### src/rtl/acia_rx_pkg.sv
package acia_rx_pkg;
    localparam int DW = 8;
    localparam int AW = 2;

    localparam logic [AW-1:0] ADDR_DATA   = 2'd0;
    localparam logic [AW-1:0] ADDR_STATUS = 2'd1;
    localparam logic [AW-1:0] ADDR_CMD    = 2'd2;

    localparam int ST_PAR  = 0;
    localparam int ST_FRM  = 1;
    localparam int ST_OVR  = 2;
    localparam int ST_FULL = 3;
    localparam int ST_TXE  = 4;
    localparam int ST_IRQ  = 7;

    localparam int CMD_DTR    = 0;
    localparam int CMD_RXIDIS = 1;
    localparam int CMD_TXC_LO = 2;
    localparam int CMD_TXC_HI = 3;

    typedef enum logic [1:0] {
        HOLD_EMPTY   = 2'd0,
        HOLD_FULL    = 2'd1,
        HOLD_OVERRUN = 2'd2
    } hold_state_t;

    typedef enum logic {
        IRQ_IDLE     = 1'b0,
        IRQ_ASSERTED = 1'b1
    } irq_state_t;
endpackage

### src/rtl/acia_rx_hold.sv
module acia_rx_hold
    import acia_rx_pkg::*;
#(
    parameter int W = DW
) (
    input  logic         clk,
    input  logic         rst_n,
    input  logic         rx_valid,
    input  logic [W-1:0] rx_byte,
    input  logic         rx_par_err,
    input  logic         rx_frm_err,
    input  logic         data_rd,
    input  logic         err_clr,
    output logic [W-1:0] hold_byte,
    output logic         full,
    output logic         ovr,
    output logic         par_flag,
    output logic         frm_flag
);
    hold_state_t state_q, state_d;
    logic [W-1:0] byte_q;
    logic         par_q, frm_q;

    always_ff @(posedge clk or negedge rst_n) begin
        if (!rst_n) state_q <= HOLD_EMPTY;
        else        state_q <= state_d;
    end

    always_comb begin
        state_d = state_q;
        unique case (state_q)
            HOLD_EMPTY: begin
                if (rx_valid) state_d = HOLD_FULL;
            end
            HOLD_FULL: begin
                if (rx_valid && data_rd) state_d = HOLD_FULL;
                else if (rx_valid)       state_d = HOLD_OVERRUN;
                else if (data_rd)        state_d = HOLD_EMPTY;
            end
            HOLD_OVERRUN: begin
                if (rx_valid && data_rd) state_d = HOLD_FULL;
                else if (rx_valid)       state_d = HOLD_OVERRUN;
                else if (data_rd)        state_d = HOLD_EMPTY;
                else if (err_clr)        state_d = HOLD_FULL;
            end
            default: state_d = HOLD_EMPTY;
        endcase
    end

    always_ff @(posedge clk or negedge rst_n) begin
        if (!rst_n) begin
            byte_q <= '0;
            par_q  <= 1'b0;
            frm_q  <= 1'b0;
        end else if (rx_valid) begin
            byte_q <= rx_byte;
            par_q  <= rx_par_err;
            frm_q  <= rx_frm_err;
        end else if (data_rd || err_clr) begin
            par_q  <= 1'b0;
            frm_q  <= 1'b0;
        end
    end

    always_comb begin
        hold_byte = byte_q;
        full      = (state_q != HOLD_EMPTY);
        ovr       = (state_q == HOLD_OVERRUN);
        par_flag  = par_q;
        frm_flag  = frm_q;
    end

    AST_OVERRUN_SET: assert property (@(posedge clk) disable iff (!rst_n)
        rx_valid && full && !data_rd |=> ovr && full);
    AST_READ_EMPTIES: assert property (@(posedge clk) disable iff (!rst_n)
        data_rd && !rx_valid |=> !full && !par_flag && !frm_flag);
    AST_CLR_KEEPS_FULL: assert property (@(posedge clk) disable iff (!rst_n)
        err_clr && !rx_valid && !data_rd |=> !ovr && $stable(full) && $stable(hold_byte));
    AST_COINCIDENT_LOAD: assert property (@(posedge clk) disable iff (!rst_n)
        rx_valid && data_rd |=> full && !ovr);
endmodule

### src/rtl/acia_rx_irq.sv
module acia_rx_irq
    import acia_rx_pkg::*;
(
    input  logic clk,
    input  logic rst_n,
    input  logic rx_valid,
    input  logic rx_irq_en,
    input  logic cmd_wr,
    input  logic cmd_new_irq_en,
    input  logic hold_full,
    input  logic stat_rd,
    output logic pending,
    output logic irq_n
);
    irq_state_t state_q, state_d;
    logic set_evt;

    always_comb begin
        set_evt = (rx_valid && rx_irq_en) || (cmd_wr && cmd_new_irq_en && hold_full);
    end

    always_ff @(posedge clk or negedge rst_n) begin
        if (!rst_n) state_q <= IRQ_IDLE;
        else        state_q <= state_d;
    end

    always_comb begin
        state_d = state_q;
        unique case (state_q)
            IRQ_IDLE: begin
                if (set_evt) state_d = IRQ_ASSERTED;
            end
            IRQ_ASSERTED: begin
                if (stat_rd && !set_evt) state_d = IRQ_IDLE;
            end
            default: state_d = IRQ_IDLE;
        endcase
    end

    always_comb begin
        pending = (state_q == IRQ_ASSERTED);
        irq_n   = (state_q != IRQ_ASSERTED);
    end

    AST_IRQ_RELEASE: assert property (@(posedge clk) disable iff (!rst_n)
        stat_rd && !set_evt |=> irq_n);
    AST_IRQ_NOT_LOST: assert property (@(posedge clk) disable iff (!rst_n)
        set_evt |=> !irq_n);
    AST_IRQ_QUIET: assert property (@(posedge clk) disable iff (!rst_n)
        irq_n && !set_evt |=> irq_n);
endmodule

### src/rtl/acia_rx_cmd.sv
module acia_rx_cmd
    import acia_rx_pkg::*;
#(
    parameter int W = DW
) (
    input  logic         clk,
    input  logic         rst_n,
    input  logic         cmd_wr,
    input  logic [W-1:0] wr_data,
    output logic [W-1:0] cmd,
    output logic         rx_irq_en,
    output logic         rts_n,
    output logic         dtr_n
);
    logic [W-1:0] cmd_q;

    always_ff @(posedge clk or negedge rst_n) begin
        if (!rst_n)      cmd_q <= '0;
        else if (cmd_wr) cmd_q <= wr_data;
    end

    always_comb begin
        cmd       = cmd_q;
        rx_irq_en = !cmd_q[CMD_RXIDIS];
        rts_n     = !(cmd_q[CMD_TXC_HI] || cmd_q[CMD_TXC_LO]);
        dtr_n     = !cmd_q[CMD_DTR];
    end

    AST_MODEM_STABLE: assert property (@(posedge clk) disable iff (!rst_n)
        !cmd_wr |=> $stable(rts_n) && $stable(dtr_n));
endmodule

### src/rtl/acia_rx_regs.sv
module acia_rx_regs
    import acia_rx_pkg::*;
#(
    parameter int W = DW
) (
    input  logic          clk,
    input  logic          rst_n,
    input  logic [AW-1:0] reg_addr,
    input  logic          rd_stb,
    input  logic          wr_stb,
    input  logic [W-1:0]  wr_data,
    output logic [W-1:0]  rd_data,
    input  logic          rx_valid,
    input  logic [W-1:0]  rx_byte,
    input  logic          rx_par_err,
    input  logic          rx_frm_err,
    input  logic          tx_empty,
    output logic          irq_n,
    output logic          rts_n,
    output logic          dtr_n
);
    logic data_rd, stat_rd, err_clr, cmd_wr;
    logic [W-1:0] hold_byte, cmd, status;
    logic full, ovr, par_flag, frm_flag, pending, rx_irq_en;

    always_comb begin
        data_rd = rd_stb && (reg_addr == ADDR_DATA);
        stat_rd = rd_stb && (reg_addr == ADDR_STATUS);
        err_clr = wr_stb && (reg_addr == ADDR_STATUS);
        cmd_wr  = wr_stb && (reg_addr == ADDR_CMD);
    end

    acia_rx_hold #(.W(W)) u_hold (
        .clk(clk), .rst_n(rst_n),
        .rx_valid(rx_valid), .rx_byte(rx_byte),
        .rx_par_err(rx_par_err), .rx_frm_err(rx_frm_err),
        .data_rd(data_rd), .err_clr(err_clr),
        .hold_byte(hold_byte), .full(full), .ovr(ovr),
        .par_flag(par_flag), .frm_flag(frm_flag)
    );

    acia_rx_cmd #(.W(W)) u_cmd (
        .clk(clk), .rst_n(rst_n),
        .cmd_wr(cmd_wr), .wr_data(wr_data),
        .cmd(cmd), .rx_irq_en(rx_irq_en),
        .rts_n(rts_n), .dtr_n(dtr_n)
    );

    acia_rx_irq u_irq (
        .clk(clk), .rst_n(rst_n),
        .rx_valid(rx_valid), .rx_irq_en(rx_irq_en),
        .cmd_wr(cmd_wr), .cmd_new_irq_en(!wr_data[CMD_RXIDIS]),
        .hold_full(full), .stat_rd(stat_rd),
        .pending(pending), .irq_n(irq_n)
    );

    always_comb begin
        status          = '0;
        status[ST_IRQ]  = pending;
        status[ST_TXE]  = tx_empty;
        status[ST_FULL] = full;
        status[ST_OVR]  = ovr;
        status[ST_FRM]  = frm_flag;
        status[ST_PAR]  = par_flag;
        unique case (reg_addr)
            ADDR_DATA:   rd_data = hold_byte;
            ADDR_STATUS: rd_data = status;
            ADDR_CMD:    rd_data = cmd;
            default:     rd_data = '0;
        endcase
    end

    AST_IRQ_MATCHES_STATUS: assert property (@(posedge clk) disable iff (!rst_n)
        stat_rd |-> (rd_data[ST_IRQ] == !irq_n));
    AST_OVR_NEEDS_FULL: assert property (@(posedge clk) disable iff (!rst_n)
        ovr |-> full);
endmodule

### config.mk
export PLATFORM = sky130hd
export DESIGN_NAME = acia_rx_regs
export DESIGN_NICKNAME = d
export VERILOG_FILES = /design/src/rtl/acia_rx_pkg.sv /design/src/rtl/acia_rx_hold.sv /design/src/rtl/acia_rx_irq.sv /design/src/rtl/acia_rx_cmd.sv /design/src/rtl/acia_rx_regs.sv
export SDC_FILE = /design/constraint.sdc
export NUM_CORES = 1
export LEC_CHECK = 0
export ABC_AREA = 1
export BUFFER_PORTS_ARGS = -buffer_cell sky130_fd_sc_hd__clkbuf_2
export CORE_ASPECT_RATIO = 0.75
export CORE_MARGIN = 2
export CORE_UTILIZATION = 45
export CTS_CLUSTER_SIZE = 24
export DETAILED_ROUTE_END_ITERATION = 16
export PLACE_DENSITY_LB_ADDON = 0.1
export SYNTH_ARGS = -nofsm -noshare
export SYNTH_HDL_FRONTEND = slang
export SYNTH_HIERARCHICAL = 1
export SYNTH_SLANG_ARGS = --single-unit
### constraint.sdc
create_clock -name clk -period 2.2 [get_ports clk]
set_clock_uncertainty 0.2 [all_clocks]
set_input_delay 0.11 -clock clk [delete_from_list [all_inputs] [get_ports clk]]
set_output_delay 0.11 -clock clk [all_outputs]
set_load 0.03 [all_outputs]
==> run_results.csv <==
group,metric,value,unit
run_status,outcome,"finished, final reports clean",
yosys,synth_seq_area_share,44.7,%
yosys,synth_cells,162,
critical_path,cp-end-kind,"primary output",
floorplan,core,0.00254,mm^2
clocking,cts_tree,"built",
global_routing,grt.total_usage,20.5,%
placed_design,place_area,0.00136,mm^2
critical_path,critPathMaxFanout,4,
floorplan,die_w,63,um
yosys,ys_ff_latch,21,
clocking,cts_resized,0,
timing,final_hold_viol_count,0,
critical_path,start_kind,"register",
yosys,syn_avg_cell_area,7.25,um^2
timing,min_period,1.71,ns
placed_design,dp_cells,230,
yosys,synthTopCellsByCount,"nand2_1, nand3_1, dfrtp_1",
placed_design,io_buffers,36,
clocking,cts_max_level,1,
floorplan,die_area,0.00304,mm^2
floorplan,io_pins,37,
yosys,synth_edf_count,0,
layout,fin_area,0.00159,mm^2
timing,setup_tns,0,ns
clocking,clock-sinks,21,
route,routed_via_density,4.68,
yosys,yosysMostFrequentCell,"nand2_1",
critical_path,reg2reg_depth,6,
floorplan,initial_utilization,46.2,%
clocking,cts-hold-fix-buffers,20,
yosys,synth_nets,191,
yosys,yosysUniqueCellTypes,16,
layout,stdcell_count,254,
critical_path,critPathRequiredTime,1.89,ns
critical_path,reg2reg_from,"u_hold/state_q[1]",
clocking,cts_setup_buffers,0,
yosys,synth_flop_cell,"dfrtp_1",
clocking,clk_path_buf_depth,2,
route,vias,1188,
critical_path,cp-startpoint,"u_hold/state_q[0]",
yosys,synth_warnings,6,
layout,areaGrowthSynthToFinish,35.1,%
route,wl,2970,um
timing,slew_headroom,65.2,%
flow_run,cap_viol_max_count,0,
timing,finalSetupViolCount,0,
timing,final_max_slew_viol_count,0,
critical_path,crit_chain,"inv_1 > nand2_1 > inv_1 > nand3_1 > nand3_1 > clkbuf_2",
clocking,clk_latency,0.30,ns
yosys,netlist_area,0.00117,mm^2
global_routing,grt_overflow,0,
clocking,cts.clk_slew.worst_paths,0.11,ns
yosys,synth.area.top_cells,"dfrtp_1, nand2_1, nand3_1",
critical_path,endpoint,"rd_data[2]",
timing,rsz0062_at_grt,"false",
layout,nets,248,
critical_path,slowest_delay,0.41,ns
hold_path,min_path_type,"in2reg",
power_and_ir_drop,peakVddDrop,0.405,mV
global_routing,grt_first_pass_wirelength,4770,um
route,wl_per_cell,11.7,um
timing,worst_slew_pin_slew,0.522,ns
yosys,synth_top_area_cell,"dfrtp_1",
clocking,cts_inserted_buffers,3,
critical_path,rrSetupSlack,0.98,ns
route,first_iter_violations,57,
critical_path,worst_path_max_delay_cell,"dfrtp_1",
power_and_ir_drop,p_per_area,670,mW/mm^2
power_and_ir_drop,power_leakage,0.000911,uW
global_routing,grt_max_degree,22,
clocking,root_buffer,"clkbuf_4",
placed_design,gp_congestion,0.794,
route,drtPass1Iterations,4,
route,detail_route.drc_violations,0,
layout,diodes,0,
floorplan,rows,16,
layout,fillers,253,
placed_design,hpwlAfterDp,2160,um
global_routing,antenna_found_initial,0,
critical_path,critical_path_arrival,1.40,ns
yosys,synthArstFlopShare,100,%
layout,drive_above_1_share,22.9,%
floorplan,fp.dieH,48.3,um
route,ant_nets,0,
critical_path,critPathKind,"reg2out",
global_routing,grt_pass1_vias,1092,
timing,fmax,0.583,GHz
timing,period_share,77.9,%
yosys,netlist.area_leader.share,44.7,%
critical_path,r2r_end,"u_hold/state_q[0]",
metrics by stage:
step | hold slack [ns] | utilization [%] | worst slack [ns] | power (uW)
detailed placement | -0.0879 | 53.5 | 0.519 | 861
CTS | 0.00411 | 62.5 | 0.476 | 1070
global placement | -0.0929 | 53.5 | 0.568 | 843
global route | 0.0267 | 62.5 | 0.381 | 1150
floorplan | -0.386 | - | 0.763 | 749
finish | 0.00871 | 62.5 | 0.486 | 1060
worst max-delay path: cells and delay by family, from the launching register on:
family,cells,cell delay (ns)
buf+inv,3,0.42
flops,1,0.41
simple gates,3,0.28
cell type report:
cell class	instances	area, um^2	share of cell area, %
Timing Repair Buffer	56	380	24.0
Tap cell	36	45.0	2.84
Sequential cell	21	526	33.1
Clock buffer	4	26.3	1.65
Inverter	19	81.3	5.12
Multi-Input combinational cell	118	529	33.3
worst min-delay path by stage:
| stage | start | end | slack, ns | cells past startpoint |
|---|---|---|---|---|
| final | wr_stb | u_cmd/cmd[1] | 0.009 | 5 |
| after global routing | rx_valid | u_hold/hold_byte[4] | 0.03 | 3 |
| after CTS | wr_stb | u_cmd/cmd[1] | 0.004 | 5 |
| after detailed placement | rst_n | u_hold/hold_byte[1] | -0.09 | 1 |
| after global placement | rst_n | u_hold/hold_byte[1] | -0.09 | 1 |
| after floorplan | rst_n | u_cmd/cmd[0] | -0.39 | 0 |
registers in the layout (all words and copies together), names as in the netlist:
name              flops
u_hold/hold_byte      8
u_irq/pending         1
u_hold/frm_flag       1
u_hold/state_q        2
u_cmd/cmd             8
u_hold/par_flag       1
layout by cell type, fill, tap and decap left out:
cell type / instances
clkbuf_1: 1
clkbuf_2: 36
clkbuf_4: 3
dfrtp_1: 21
dlygate4sd3_1: 20
ha_1: 3
inv_1: 13
inv_2: 4
inv_6: 2
nand2_1: 77
nand2_2: 2
nand3_1: 26
nor2_1: 5
nor2_2: 1
nor3_1: 1
nor3_4: 1
o21ai_0: 1
o21ai_2: 1
power by group:
part	total, uW	internal, uW	switching (uW)
logic	390	140	250
clock network	179	70.6	108
registers	494	446	48.7
total	1060	656	407
metal layers:
layer / track usage [%] / wire [um] / share of wire [%] / vias to the layer above
li1: - / - / - / 608
met1: 26.5 / 1330 / 45 / 537
met2: 36.8 / 1440 / 48 / 39
met3: 5.08 / 184 / 6.2 / 4
met4: 3.56 / 17 / 0.57 / 0
met5: 0 / 0 / 0 / -
kinds of logic (layout without fill, tap and decap cells):
logic type | after synthesis | after routing | synth area share (%)
adder cells (fa/ha/maj) | 3 | 3 | 3.20
AND/OR/NAND/NOR | 113 | 113 | 40.7
AO/OA/AOI/OAI | 2 | 2 | 1.17
flip-flops | 21 | 21 | 44.7
buffers and inverters | 23 | 79 | 10.2
No activity file was read; power rests on OpenSTA's default activity.
